File: config.mk
export PLATFORM = sky130hd
export DESIGN_NAME = step_unit
export DESIGN_NICKNAME = d
export VERILOG_FILES = /design/src/rtl/step_pkg.sv /design/src/rtl/rett_judge.sv /design/src/rtl/step_decide.sv /design/src/rtl/pc_regs.sv /design/src/rtl/step_unit.sv
export SDC_FILE = /design/constraint.sdc
export NUM_CORES = 1
export LEC_CHECK = 0
export ABC_CLOCK_PERIOD_IN_PS = 9100
export BUFFER_PORTS_ARGS = -buffer_cell sky130_fd_sc_hd__buf_2
export CORE_MARGIN = 10
export CORE_UTILIZATION = 25
export DETAILED_ROUTE_END_ITERATION = 7
export PLACE_DENSITY = 0.55
export SYNTH_ARGS = -nofsm -noshare
export SYNTH_HDL_FRONTEND = slang
export SYNTH_HIERARCHICAL = 1
export SYNTH_SLANG_ARGS = --single-unit
File: constraint.sdc
create_clock -name clk -period 9.1 [get_ports clk]
set_clock_uncertainty 0.15 [all_clocks]
set_input_delay 0 -clock clk [delete_from_list [all_inputs] [get_ports clk]]
set_output_delay 0 -clock clk [all_outputs]
set_load 0.02 [all_outputs]
File: src/rtl/step_pkg.sv
package step_pkg;
  typedef enum logic [2:0] {
    STEP_HOLD  = 3'd0,
    STEP_TRAP  = 3'd1,
    STEP_FAULT = 3'd2,
    STEP_SKIP  = 3'd3,
    STEP_SEQ   = 3'd4,
    STEP_LOAD  = 3'd5,
    STEP_RETT  = 3'd6,
    STEP_REFUSE = 3'd7
  } step_kind_e;

  localparam logic [1:0] RC_NONE    = 2'd0;
  localparam logic [1:0] RC_USER    = 2'd1;
  localparam logic [1:0] RC_WINDOW  = 2'd2;
  localparam logic [1:0] RC_ALIGN   = 2'd3;
endpackage

File: src/rtl/rett_judge.sv
module rett_judge #(
  parameter int NWIN = 8,
  parameter int AW   = 32,
  localparam int CW  = (NWIN > 1) ? $clog2(NWIN) : 1
) (
  input  logic            clk,
  input  logic            rst_n,
  input  logic            chk,
  input  logic            et,
  input  logic            s,
  input  logic [CW-1:0]   cwp,
  input  logic [NWIN-1:0] wim,
  input  logic [1:0]      tgt_lo,
  output logic            bad,
  output logic [1:0]      code
);
  import step_pkg::*;

  function automatic logic [CW-1:0] win_above(input logic [CW-1:0] w);
    if (int'(w) >= NWIN - 1) return '0;
    return w + 1'b1;
  endfunction

  logic [CW-1:0] above_idx;
  logic          above_invalid;
  logic [1:0]    raw_code;

  assign above_idx     = win_above(cwp);
  assign above_invalid = wim[above_idx];

  always_comb begin
    if (et)                  raw_code = RC_NONE;
    else if (!s)             raw_code = RC_USER;
    else if (above_invalid)  raw_code = RC_WINDOW;
    else if (tgt_lo != 2'b00) raw_code = RC_ALIGN;
    else                     raw_code = RC_NONE;
  end

  assign code = chk ? raw_code : RC_NONE;
  assign bad  = chk && (raw_code != RC_NONE);

  p_et_legal_r8: assert property (@(posedge clk) disable iff (!rst_n)
    (chk && et) |-> (!bad && code == RC_NONE));
  p_user_first_r9: assert property (@(posedge clk) disable iff (!rst_n)
    (chk && !et && !s) |-> (bad && code == RC_USER));
  p_window_r10: assert property (@(posedge clk) disable iff (!rst_n)
    (chk && !et && s && above_invalid) |-> (code == RC_WINDOW));
  p_quiet_r12: assert property (@(posedge clk) disable iff (!rst_n)
    !chk |-> (!bad && code == RC_NONE));
endmodule

File: src/rtl/step_decide.sv
module step_decide #(
  parameter int AW = 32
) (
  input  logic                  clk,
  input  logic                  rst_n,
  input  logic                  trap_pend,
  input  logic                  exec_en,
  input  logic                  annul_in,
  input  logic                  ctl_xfer,
  input  logic                  rett_req,
  input  logic [1:0]            pc_lo,
  input  logic                  rett_bad,
  output logic                  rett_chk,
  output step_pkg::step_kind_e  kind
);
  import step_pkg::*;

  logic misaligned;
  assign misaligned = (pc_lo != 2'b00);
  assign rett_chk   = !trap_pend && exec_en && !misaligned && !annul_in && rett_req;

  always_comb begin
    if (trap_pend)       kind = STEP_TRAP;
    else if (!exec_en)   kind = STEP_HOLD;
    else if (misaligned) kind = STEP_FAULT;
    else if (annul_in)   kind = STEP_SKIP;
    else if (rett_req)   kind = rett_bad ? STEP_REFUSE : STEP_RETT;
    else if (ctl_xfer)   kind = STEP_LOAD;
    else                 kind = STEP_SEQ;
  end

  p_trap_wins_r2: assert property (@(posedge clk) disable iff (!rst_n)
    trap_pend |-> (kind == STEP_TRAP && !rett_chk));
  p_annul_masks_r5: assert property (@(posedge clk) disable iff (!rst_n)
    (kind == STEP_SKIP) |-> !rett_chk);
endmodule

File: src/rtl/pc_regs.sv
module pc_regs #(
  parameter int AW = 32
) (
  input  logic                 clk,
  input  logic                 rst_n,
  input  step_pkg::step_kind_e kind,
  input  logic [AW-1:0]        xfer_pc,
  input  logic [AW-1:0]        xfer_npc,
  input  logic [AW-1:0]        rett_target,
  output logic [AW-1:0]        pc,
  output logic [AW-1:0]        npc
);
  import step_pkg::*;

  localparam logic [AW-1:0] WORD     = AW'(4);
  localparam logic [AW-1:0] PC_RESET = '0;

  function automatic logic [AW-1:0] after(input logic [AW-1:0] a);
    return a + WORD;
  endfunction

  logic [AW-1:0] pc_d, npc_d;

  always_comb begin
    pc_d  = pc;
    npc_d = npc;
    unique case (kind)
      STEP_SKIP, STEP_SEQ: begin pc_d = npc;     npc_d = after(npc);  end
      STEP_LOAD:           begin pc_d = xfer_pc; npc_d = xfer_npc;    end
      STEP_RETT:           begin pc_d = npc;     npc_d = rett_target; end
      default: ;
    endcase
  end

  always_ff @(posedge clk) begin
    if (!rst_n) begin
      pc  <= PC_RESET;
      npc <= after(PC_RESET);
    end else begin
      pc  <= pc_d;
      npc <= npc_d;
    end
  end

  p_reset_r1: assert property (@(posedge clk)
    !rst_n |=> (pc == '0 && npc == WORD));
  p_hold_r3: assert property (@(posedge clk) disable iff (!rst_n)
    (kind == STEP_HOLD || kind == STEP_TRAP || kind == STEP_FAULT || kind == STEP_REFUSE)
    |=> ($stable(pc) && $stable(npc)));
  p_seq_r6: assert property (@(posedge clk) disable iff (!rst_n)
    (kind == STEP_SEQ || kind == STEP_SKIP) |=> (pc == $past(npc) && npc == $past(npc) + WORD));
  p_load_r7: assert property (@(posedge clk) disable iff (!rst_n)
    (kind == STEP_LOAD) |=> (pc == $past(xfer_pc) && npc == $past(xfer_npc)));
  p_rett_r12: assert property (@(posedge clk) disable iff (!rst_n)
    (kind == STEP_RETT) |=> (pc == $past(npc) && npc == $past(rett_target)));
endmodule

File: src/rtl/step_unit.sv
module step_unit #(
  parameter int AW   = 32,
  parameter int NWIN = 8,
  localparam int CW  = (NWIN > 1) ? $clog2(NWIN) : 1
) (
  input  logic            clk,
  input  logic            rst_n,
  input  logic            trap_pend,
  input  logic            exec_en,
  input  logic            annul_in,
  input  logic            ctl_xfer,
  input  logic [AW-1:0]   xfer_pc,
  input  logic [AW-1:0]   xfer_npc,
  input  logic            rett_req,
  input  logic [AW-1:0]   rett_target,
  input  logic            psr_et,
  input  logic            psr_s,
  input  logic [CW-1:0]   psr_cwp,
  input  logic [NWIN-1:0] wim,
  output logic [AW-1:0]   pc,
  output logic [AW-1:0]   npc,
  output logic            trap_enter,
  output logic            fetch_fault,
  output logic            annul_clr,
  output logic            rett_ok,
  output logic            rett_fault,
  output logic [1:0]      rett_code
);
  import step_pkg::*;

  step_kind_e kind;
  logic       rett_chk;
  logic       rett_bad;

  step_decide #(.AW(AW)) u_decide (
    .clk(clk), .rst_n(rst_n),
    .trap_pend(trap_pend), .exec_en(exec_en), .annul_in(annul_in),
    .ctl_xfer(ctl_xfer), .rett_req(rett_req), .pc_lo(pc[1:0]),
    .rett_bad(rett_bad), .rett_chk(rett_chk), .kind(kind)
  );

  rett_judge #(.NWIN(NWIN), .AW(AW)) u_judge (
    .clk(clk), .rst_n(rst_n), .chk(rett_chk),
    .et(psr_et), .s(psr_s), .cwp(psr_cwp), .wim(wim),
    .tgt_lo(rett_target[1:0]), .bad(rett_bad), .code(rett_code)
  );

  pc_regs #(.AW(AW)) u_regs (
    .clk(clk), .rst_n(rst_n), .kind(kind),
    .xfer_pc(xfer_pc), .xfer_npc(xfer_npc), .rett_target(rett_target),
    .pc(pc), .npc(npc)
  );

  assign trap_enter  = (kind == STEP_TRAP);
  assign fetch_fault = (kind == STEP_FAULT);
  assign annul_clr   = (kind == STEP_SKIP);
  assign rett_ok     = (kind == STEP_RETT);
  assign rett_fault  = (kind == STEP_REFUSE);

  p_one_event_r2: assert property (@(posedge clk) disable iff (!rst_n)
    $onehot0({trap_enter, fetch_fault, annul_clr, rett_ok, rett_fault}));
  p_fault_hold_r4: assert property (@(posedge clk) disable iff (!rst_n)
    fetch_fault |=> ($stable(pc) && $stable(npc)));
  p_idle_r3: assert property (@(posedge clk) disable iff (!rst_n)
    (!trap_pend && !exec_en) |-> !(trap_enter || fetch_fault || annul_clr || rett_ok || rett_fault));
endmodule

==> reports/results.ini, run 1 <==
[sta]
slew_viol_final = 0
worst_pin_slew_ps = 1020
final-setup-viol-count = 0
fmax_mhz = 197
final_hold_viol_count = 0
fin_setup_tns_ps = 0
rsz0062_at_grt = no
finalCritPeriodShare = 0.559
slew_headroom = 0.321
min_period_ps = 5080

[pwr]
switching_share = 0.301
p_total_mw = 0.905
p_sw_mw = 0.272
clkPwrFrac = 0.423
seqPwrFrac = 0.359
power_leakage_nw = 2.50
ir_drop_mv = 0.0894
cellPowerDensity_mw_per_mm2 = 150
pwr-share-comb = 0.218
p_int_mw = 0.632

[clock_network]
cts-root-buf = clkbuf_16
clk_pin_slew_ps = 60
cts_tree = yes
numCtsBuffers = 9
clk-insertion-delay-late_ps = 340
cts_num_sinks = 64
htree_levels = 3
cts_hold_buf = 70
cts_resized = 0
clockBufferDepth = 2
cts_setup_buffers = 0

[layout]
final_cell_mix = 186 x buf_2, 97 x a21oi_1, 70 x dlygate4sd3_1
final_util = 0.394
finalNetCount = 878
final_common_cell = buf_2
area_growth_pct = 53.6
final_layout_size_suffix_gt1_frac = 0.300

[worst_setup_path]
crit_path_max_fanout = 45
r2r_end = u_regs/npc[7]
cpMostUsedCell = dlygate4sd3_1
crit_family = simple AND/OR/NAND/NOR gates
r2r_cells = 14
cp-end-kind = register
required_ps = 9180
critPathBufInv = 3
max_stage_delay_ps = 920
worst-r2r-setup-slack_ps = 4020
setup.worst_path.class = register to register
arrival_ps = 5160
r2r-start = u_regs/pc[1]
cp.depth = 14
start_kind = register
slowest_stage = and3b_2
critPathLaunch = u_regs/pc[1]
crit_chain = nor2_1, and4bb_2, nor2b_1, o41a_1, mux2i_1, a2bb2oi_2, buf_4, and3b_2, or2_1, nor4_1, a221oi_1, dlygate4sd3_1, o2bb2ai_1, dlygate4sd3_1

[grt]
grt_use_total = 0.171
gr-usage-met2 = 0.276
antenna_found_initial = 4
grt-ovfl-total = 0
grt_use_met3 = 0.0453
grt_pass1_vias = 5248
grt_pass1_wl_um = 29300
use_met1 = 0.210
busiest_layer = met2
grt_start_max_net_pins = 46

[logic_synthesis]
avgSynthCellArea_um2 = 7.48
ys_ff_latch = 64
synth_nets = 644
syn_area_mm2 = 0.00393
synth_top_area_frac = 0.326
netlist.top_cell.by_area = dfxtp_1
async_reset_ff_frac = 0
netlist_top_cells_area = dfxtp_1 33%, a21oi_1 12%, a22oi_1 6.7%
ys_seq_area_frac = 0.326
yosys_warnings = 6
syn_inst = 525
synthFlopType = dfxtp_1
synth_cell_types = 64
synth_edf_count = 0

[placed_design]
hpwl_um = 13000
io_buffers = 186
place_congestion = 0.827

[floorplanning]
floorplan.core_area_mm2 = 0.0153
fp.dieW_um = 145
fp-row-count = 45
io_pins = 187
die_h_um = 145
dieArea_mm2 = 0.0211
initial_core_util = 0.256

[route]
routed_wl_um = 18300
vias = 5012
ant_nets = 0
firstDrtPassIters = 5
drt-wirelength-per-cell_um = 18.7
drt_iter0_markers = 359
drt-vias-per-instance = 5.12
drc = 0

[worst_hold_path]
whs_endpoint = u_regs/npc[29]
hold_path_class = input pin to register
hold-path-cell-count = 5
worstHoldStart = rett_target[29]

[outcome]
status = completed

[job]
cap_violations = 0

-- worst max path at each step --
| stage | end | slack, ps |
|---|---|---|
| final | u_regs/npc[7] | 4020 |
| after global routing | u_regs/npc[7] | 3660 |
| after CTS | u_regs/npc[10] | 4080 |
| after detailed placement | u_regs/npc[30] | 4950 |
| after global placement | u_regs/npc[30] | 5000 |
| after floorplan | u_regs/npc[20] | 6060 |
-- metrics by stage --
step | cells | worst slack [ps] | instance area [um^2] | hold slack, ps
finish | 978 | 4020 | 6030 | 17.2
global route | 978 | 3660 | 6030 | 39.0
CTS | 975 | 4080 | 6020 | 10.1
detailed placement | 889 | 4950 | 5000 | 147
global placement | 889 | 5000 | 5000 | 139
floorplan | 525 | 6060 | 3930 | -15.9
-- final cells by class --
type	count	area (um^2)
Antenna cell	3	7.51
Clock buffer	11	243
Clock inverter	5	80.1
Fill cell	1661	9280
Inverter	19	71.3
Multi-Input combinational cell	404	2410
Sequential cell	64	1280
Tap cell	211	264
Timing Repair Buffer	261	1670
-- worst register-to-register path, cell delays in order, from the launching register on --
cell	delay [ps]
dfxtp_1	370
nor2_1	120
and4bb_2	240
nor2b_1	200
o41a_1	180
mux2i_1	80
a2bb2oi_2	130
buf_4	280
and3b_2	930
or2_1	700
nor4_1	120
a221oi_1	260
dlygate4sd3_1	610
o2bb2ai_1	60
dlygate4sd3_1	550
-- sequential cells by signal, indices dropped and copies added (netlist names) --
signal	cells
u_regs/pc	32
u_regs/npc	32
-- synthesized netlist by cell type, types with 2 or more instances --
library cell / number
or3_1: 6
inv_1: 18
or2_2: 3
nand3b_1: 2
nor3_1: 13
buf_6: 4
a21oi_1: 97
ha_1: 3
and3b_1: 2
nand2b_1: 4
and3b_2: 2
nor4_1: 10
dfxtp_1: 64
nor3b_1: 3
xnor2_1: 3
o221ai_1: 2
a31oi_1: 2
nor2_2: 2
a22o_1: 5
and3_1: 3
nor2_1: 28
nor2b_1: 2
and2_1: 7
o22ai_1: 3
o211ai_1: 3
nor4_2: 2
a22oi_1: 35
nand4_1: 13
a221oi_1: 4
nand2_1: 54
nand3_1: 17
buf_2: 5
o2bb2a_1: 2
a221o_1: 2
a2bb2oi_1: 5
clkbuf_1: 28
o21ai_0: 39
a211oi_1: 2
-- cells by family after synthesis --
logic type,synth area share
simple gates,0.250
compound gates,0.324
xor+xnor,0.00893
flops,0.326
fa+ha+maj,0.00956
buf+inv,0.0638
mux,0.0179
-- power groups by stage --
stage	registers (mW)	logic (mW)	clock network [mW]
after global routing	0.329	0.218	0.404
final	0.325	0.197	0.383
after CTS	0.325	0.197	0.393
after global placement	0.331	0.173	0
after floorplan	0.344	0.0832	0
after detailed placement	0.331	0.174	0
-- routing by layer --
| layer | vias up | part of all wire |
|---|---|---|
| met2 | 185 | 0.47 |
| met1 | 2368 | 0.45 |
| met4 | 2 | 0.017 |
| li1 | 2435 | - |
| met5 | - | 0.00099 |
| met3 | 22 | 0.069 |
(Power assumes the default switching activity.)
==> inputs of run 2 (changes only) <==
--- a/config.mk
+++ b/config.mk
@@ -5,7 +5,7 @@
 export SDC_FILE = /design/constraint.sdc
 export NUM_CORES = 1
 export LEC_CHECK = 0
-export ABC_CLOCK_PERIOD_IN_PS = 9100
+export ABC_CLOCK_PERIOD_IN_PS = 4900
 export BUFFER_PORTS_ARGS = -buffer_cell sky130_fd_sc_hd__buf_2
 export CORE_MARGIN = 10
 export CORE_UTILIZATION = 25
==> constraint.sdc (replaced) <==
create_clock -name clk -period 4.9 [get_ports clk]
set_clock_uncertainty 0.15 [all_clocks]
set_input_delay 0 -clock clk [delete_from_list [all_inputs] [get_ports clk]]
set_output_delay 0 -clock clk [all_outputs]
set_load 0.02 [all_outputs]
==> run 2 against run 1 <==
Against the previous run:
- via count shrank 0.68%
- first-iteration DRC count shrank 2.2%
- global-route usage shrank 0.98 points
- flip-flop and latch count is the same
- die area is the same
- combinational power grew 88%
- cell count grew 0.10%
- fmax grew 13%
- power grew 85%
- worst setup slack lost 3600 ps
- count of clock-buffer cells in the layout grew 2
- highest routed layer is now met4
==> reports/results.ini, run 2 (synthesized netlist as in run 1, its figures left out) <==
[route]
drt-wirelength-per-cell_um = 18.3
drt_iter0_markers = 351
routed_wl_um = 17900
ant_nets = 0
firstDrtPassIters = 5
vias = 4978
drc = 0
drt-vias-per-instance = 5.08

[clock_network]
cts_num_sinks = 64
clk-insertion-delay-late_ps = 330
numCtsBuffers = 9
clockBufferDepth = 2
cts_setup_buffers = 0
cts-root-buf = clkbuf_16
clk_pin_slew_ps = 60
cts_tree = yes
htree_levels = 3

[grt]
grt_use_total = 0.161
grt_start_max_net_pins = 45
antenna_found_initial = 2
grt_pass1_wl_um = 27500
grt_pass1_vias = 4828
grt-ovfl-total = 0

[sta]
final-setup-viol-count = 0
final_hold_viol_count = 0
slew_headroom = 0.387
worst_pin_slew_ps = 919
slew_viol_final = 0
whs_ps = 16.8
rsz0062_at_grt = no
fin_setup_tns_ps = 0
fmax_mhz = 223
finalCritPeriodShare = 0.916
min_period_ps = 4490

[floorplanning]
die_h_um = 145
fp.dieW_um = 145
fp-row-count = 45
floorplan.core_area_mm2 = 0.0153
initial_core_util = 0.256
io_pins = 187
dieArea_mm2 = 0.0211

[worst_hold_path]
hold_path_class = input pin to register
hold-path-cell-count = 5

[pwr]
cellPowerDensity_mw_per_mm2 = 276
power_leakage_nw = 2.52
p_total_mw = 1.67
ir_drop_mv = 0.166

[placed_design]
hpwl_um = 13200
io_buffers = 186
place_congestion = 0.859

[job]
cap_violations = 0

[outcome]
status = completed

[worst_setup_path]
r2r_cells = 14
required_ps = 5030
setup.worst_path.class = register to register
start_kind = register
cp-end-kind = register
crit_path_max_fanout = 19
arrival_ps = 4620

[layout]
final_layout_size_suffix_gt1_frac = 0.302
final_cell_mix = 186 x buf_2, 97 x a21oi_1, 68 x dlygate4sd3_1
finalNetCount = 879
reg_top3 = u_regs/npc x32, u_regs/pc x32
area_growth_pct = 54.2
final_util = 0.395
final_common_cell = buf_2

[run 2: cell count changes in the layout (fill, tap and decap cells not counted), sizes merged]
cell         previous run  this run
buf                   191       194
clkbuf                 11        13
clkinvlp                2         0
dlygate4sd3            70        68
[run 2: cell type report]
class | count | area (um^2)
Fill cell | 1618 | 9260
Multi-Input combinational cell | 404 | 2430
Timing Repair Buffer | 262 | 1680
Sequential cell | 64 | 1280
Tap cell | 211 | 264
Clock buffer | 13 | 250
Inverter | 19 | 71.3
Clock inverter | 3 | 65.1
Antenna cell | 3 | 7.51
[run 2: layer usage]
| metal | global-route usage | part of all wire |
|---|---|---|
| met4 | 0.0672 | 0.024 |
| met5 | 0 | 0 |
| met3 | 0.0481 | 0.074 |
| met1 | 0.202 | 0.45 |
| met2 | 0.250 | 0.45 |
[run 2: what timing repair did]
action,in CTS,in global routing
endpoints found under the hold margin,58,0
hold buffers,68,0
resized for setup,0,3
setup endpoints to repair,0,1
[run 2: power by group]
part	total (mW)	switching (mW)	internal [mW]	leakage, nW
logic	0.371	0.205	0.166	1.84
registers	0.604	0.0487	0.555	0.521
clock network	0.697	0.238	0.459	0.154
[run 2: worst max-delay path: stages, from the launching register on]
cell	delay (ps)
dfxtp_1	370
nor2_1	110
and4bb_2	240
nor2b_1	210
o41a_1	180
mux2i_1	110
a2bb2oi_4	350
buf_4	270
and3b_1	340
or2_4	390
nor4_1	350
a221oi_1	80
dlygate4sd3_1	590
o2bb2ai_1	130
dlygate4sd3_1	560
[run 2: final timing paths]
check,startpoint,end,slack (ps)
hold reg to reg,u_regs/pc[19],u_regs/pc[19],300
setup / recovery,u_regs/pc[1],u_regs/npc[7],410
setup reg to reg,u_regs/pc[1],u_regs/npc[7],410
hold / removal,rett_target[29],u_regs/npc[29],20
[run 2: through the flow]
stage / cell area (um^2) / setup slack (ps) / cells
after floorplan: 3930 / 1860 / 525
after global placement: 5030 / 933 / 892
after detailed placement: 5030 / 871 / 892
after CTS: 6030 / 35.9 / 976
after global routing: 6050 / 152 / 977
final: 6050 / 410 / 979
==> inputs of run 3 (changes only) <==
--- a/config.mk
+++ b/config.mk
@@ -10,8 +10,8 @@
 export CORE_MARGIN = 10
 export CORE_UTILIZATION = 25
 export DETAILED_ROUTE_END_ITERATION = 7
-export PLACE_DENSITY = 0.55
+export PLACE_DENSITY = 0.56
+export SLEW_MARGIN = 20
 export SYNTH_ARGS = -nofsm -noshare
 export SYNTH_HDL_FRONTEND = slang
-export SYNTH_HIERARCHICAL = 1
 export SYNTH_SLANG_ARGS = --single-unit
==> run 3 against run 2 <==
Against the previous run:
- worst hold slack better by 2.0 ps
- clock power rose by 10%
- critical path depth is 6 lower
- die area is 2.0% lower
- worst setup slack gained 24 ps
- sequential power is 6.8% lower
- fmax grew 0.53%
- critical path type unchanged
- largest power group unchanged
==> reports/results.ini, run 3 <==
[logic_synthesis]
synth_edf_count = 0
yosys_warnings = 0
syn_area_mm2 = 0.00384
yosysMostFrequentCell = dfxtp_1
ys_seq_area_frac = 0.334
async_reset_ff_frac = 0
netlist.top_cell.by_area = dfxtp_1
synthFlopType = dfxtp_1
netlist_top_cells_area = dfxtp_1 33%, mux2i_1 7.8%, a211oi_1 6.5%
syn_inst = 458
avgSynthCellArea_um2 = 8.38
synth_top_area_frac = 0.334
synth_cell_types = 56
synth_common_cells = 64 x dfxtp_1, 47 x nor2_1, 33 x a211oi_1
synth_nets = 577
ys_ff_latch = 64

[clock_network]
htree_levels = 3
clk-insertion-delay-late_ps = 340
cts_tree = yes
cts_resized = 0
clk_pin_slew_ps = 60
numCtsBuffers = 9
clockBufferDepth = 2
cts-root-buf = clkbuf_16
cts_num_sinks = 64

[worst_setup_path]
crit_path_max_fanout = 20
crit_family = simple AND/OR/NAND/NOR gates
required_ps = 5030
start_kind = register
setup.worst_path.class = register to register
crit_chain = or4b_1, nor2_1, and2_1, and2_1, a221oi_1, dlygate4sd3_1, a21oi_1, dlygate4sd3_1
slowest_stage = and2_1
critPathBufInv = 2
cp-end-kind = register
arrival_ps = 4600
max_stage_delay_ps = 760

[route]
vias = 4811
routed_wl_um = 17600
firstDrtPassIters = 4
ant_nets = 0
drc = 0
drt_iter0_markers = 297
drt-wirelength-per-cell_um = 19.0
drt-vias-per-instance = 5.21

[placed_design]
placed_cells = 799
place_congestion = 0.866
hpwl_um = 12600
io_buffers = 186

[floorplanning]
floorplan.core_area_mm2 = 0.0151
dieArea_mm2 = 0.0207
initial_core_util = 0.253
fp.dieW_um = 144
fp-row-count = 45
die_h_um = 144
io_pins = 187

[pwr]
switching_share = 0.258
seqPwrFrac = 0.345
p_sw_mw = 0.421
pwr-share-comb = 0.184
p_total_mw = 1.63
ir_drop_mv = 0.168
p_int_mw = 1.21
clkPwrFrac = 0.471
cellPowerDensity_mw_per_mm2 = 258
power_leakage_nw = 2.53

[sta]
final-setup-viol-count = 0
worst_pin_slew_ps = 1050
rsz0062_at_grt = no
finalCritPeriodShare = 0.912
min_period_ps = 4470
fin_setup_tns_ps = 0
final_hold_viol_count = 0
slew_headroom = 0.298
slew_viol_final = 0
whs_ps = 18.8
fmax_mhz = 224

[layout]
final_layout_size_suffix_gt1_frac = 0.296
area_growth_pct = 64.7
layout.cells.non_filler = 924
final_cell_mix = 186 x buf_2, 104 x dlygate4sd3_1, 64 x dfxtp_1
final_common_cell = buf_2
reg_top3 = u_regs.npc x32, u_regs.pc x32
finalNetCount = 846

[worst_hold_path]
hold_path_class = input pin to register

[grt]
grt_pass1_wl_um = 26700
grt_start_max_net_pins = 61
grt_pass1_vias = 5020
antenna_found_initial = 2
grt_use_total = 0.163
grt-ovfl-total = 0

[outcome]
status = completed

[job]
cap_violations = 0

run 3: changes by cell type in the layout (fill, tap and decap cells not counted), sizes merged, moves of 16 or more:
cell         change
a211oi          +31
nor2            +17
dlygate4sd3     +36
inv             -16
mux2i           +30
nand2           -31
a21oi           -81
a22oi           -24
run 3: worst register-to-register path: stages (launching register included):
cell and delay, ps:
dfxtp_1 350, or4b_1 580, nor2_1 370, and2_1 700, and2_1 770, a221oi_1 210, dlygate4sd3_1 590, a21oi_1 130
dlygate4sd3_1 560
run 3: final cells by class:
class / instances / area, um^2
Inverter: 4 / 15.0
Timing Repair Buffer: 294 / 2010
Tap cell: 188 / 235
Fill cell: 1531 / 8830
Multi-Input combinational cell: 354 / 2410
Clock buffer: 11 / 253
Sequential cell: 64 / 1280
Clock inverter: 5 / 103
Antenna cell: 4 / 10.0
run 3: kinds of logic (layout without fill, tap and decap cells):
logic type      after synthesis  in the layout  share of synthesized area
fa+ha+maj                     3              3                    0.00979
simple gates                153            153                      0.207
mux                          33             33                     0.0959
other cells                   0              4                          0
compound gates              165            165                      0.311
buf+inv                      40            314                     0.0417
flops                        64             64                      0.334
run 3: routing by layer:
metal | GRT usage | up-vias | wire length, um
li1 | - | 2332 | -
met1 | 0.193 | 2251 | 7320
met2 | 0.267 | 194 | 8240
met3 | 0.0455 | 34 | 1590
met4 | 0.0763 | 0 | 413
met5 | 0 | - | 0
run 3: what timing repair did:
item	4_1_cts	5_1_grt
endpoints found under the hold margin	64	0
hold buffers	104	0
buffers inserted	0	0
setup endpoints to repair	0	0
run 3: through the flow:
step | utilization | cell area, um^2 | setup WS [ps]
finish | 0.417 | 6320 | 434
global route | 0.417 | 6310 | 158
CTS | 0.416 | 6300 | 465
detailed placement | 0.324 | 4900 | 1450
global placement | 0.324 | 4900 | 1600
floorplan | - | 3840 | 2290
run 3: worst paths after layout:
check,start,to,slack (ps),cells after the start
worst min register to register,u_regs.pc[24],u_regs.pc[24],400,2
worst min-delay path,rst_n,u_regs.npc[7],20,3
worst max-delay path,u_regs.pc[0],u_regs.npc[3],430,8
worst max register to register,u_regs.pc[0],u_regs.npc[3],430,8
run 3: power groups by stage:
| stage | Sequential, mW | Combinational, mW | Clock [mW] |
|---|---|---|---|
| finish | 0.563 | 0.300 | 0.768 |
| global route | 0.566 | 0.323 | 0.799 |
| CTS | 0.563 | 0.298 | 0.783 |
| detailed placement | 0.574 | 0.245 | 0 |
| global placement | 0.573 | 0.241 | 0 |
| floorplan | 0.599 | 0.109 | 0 |
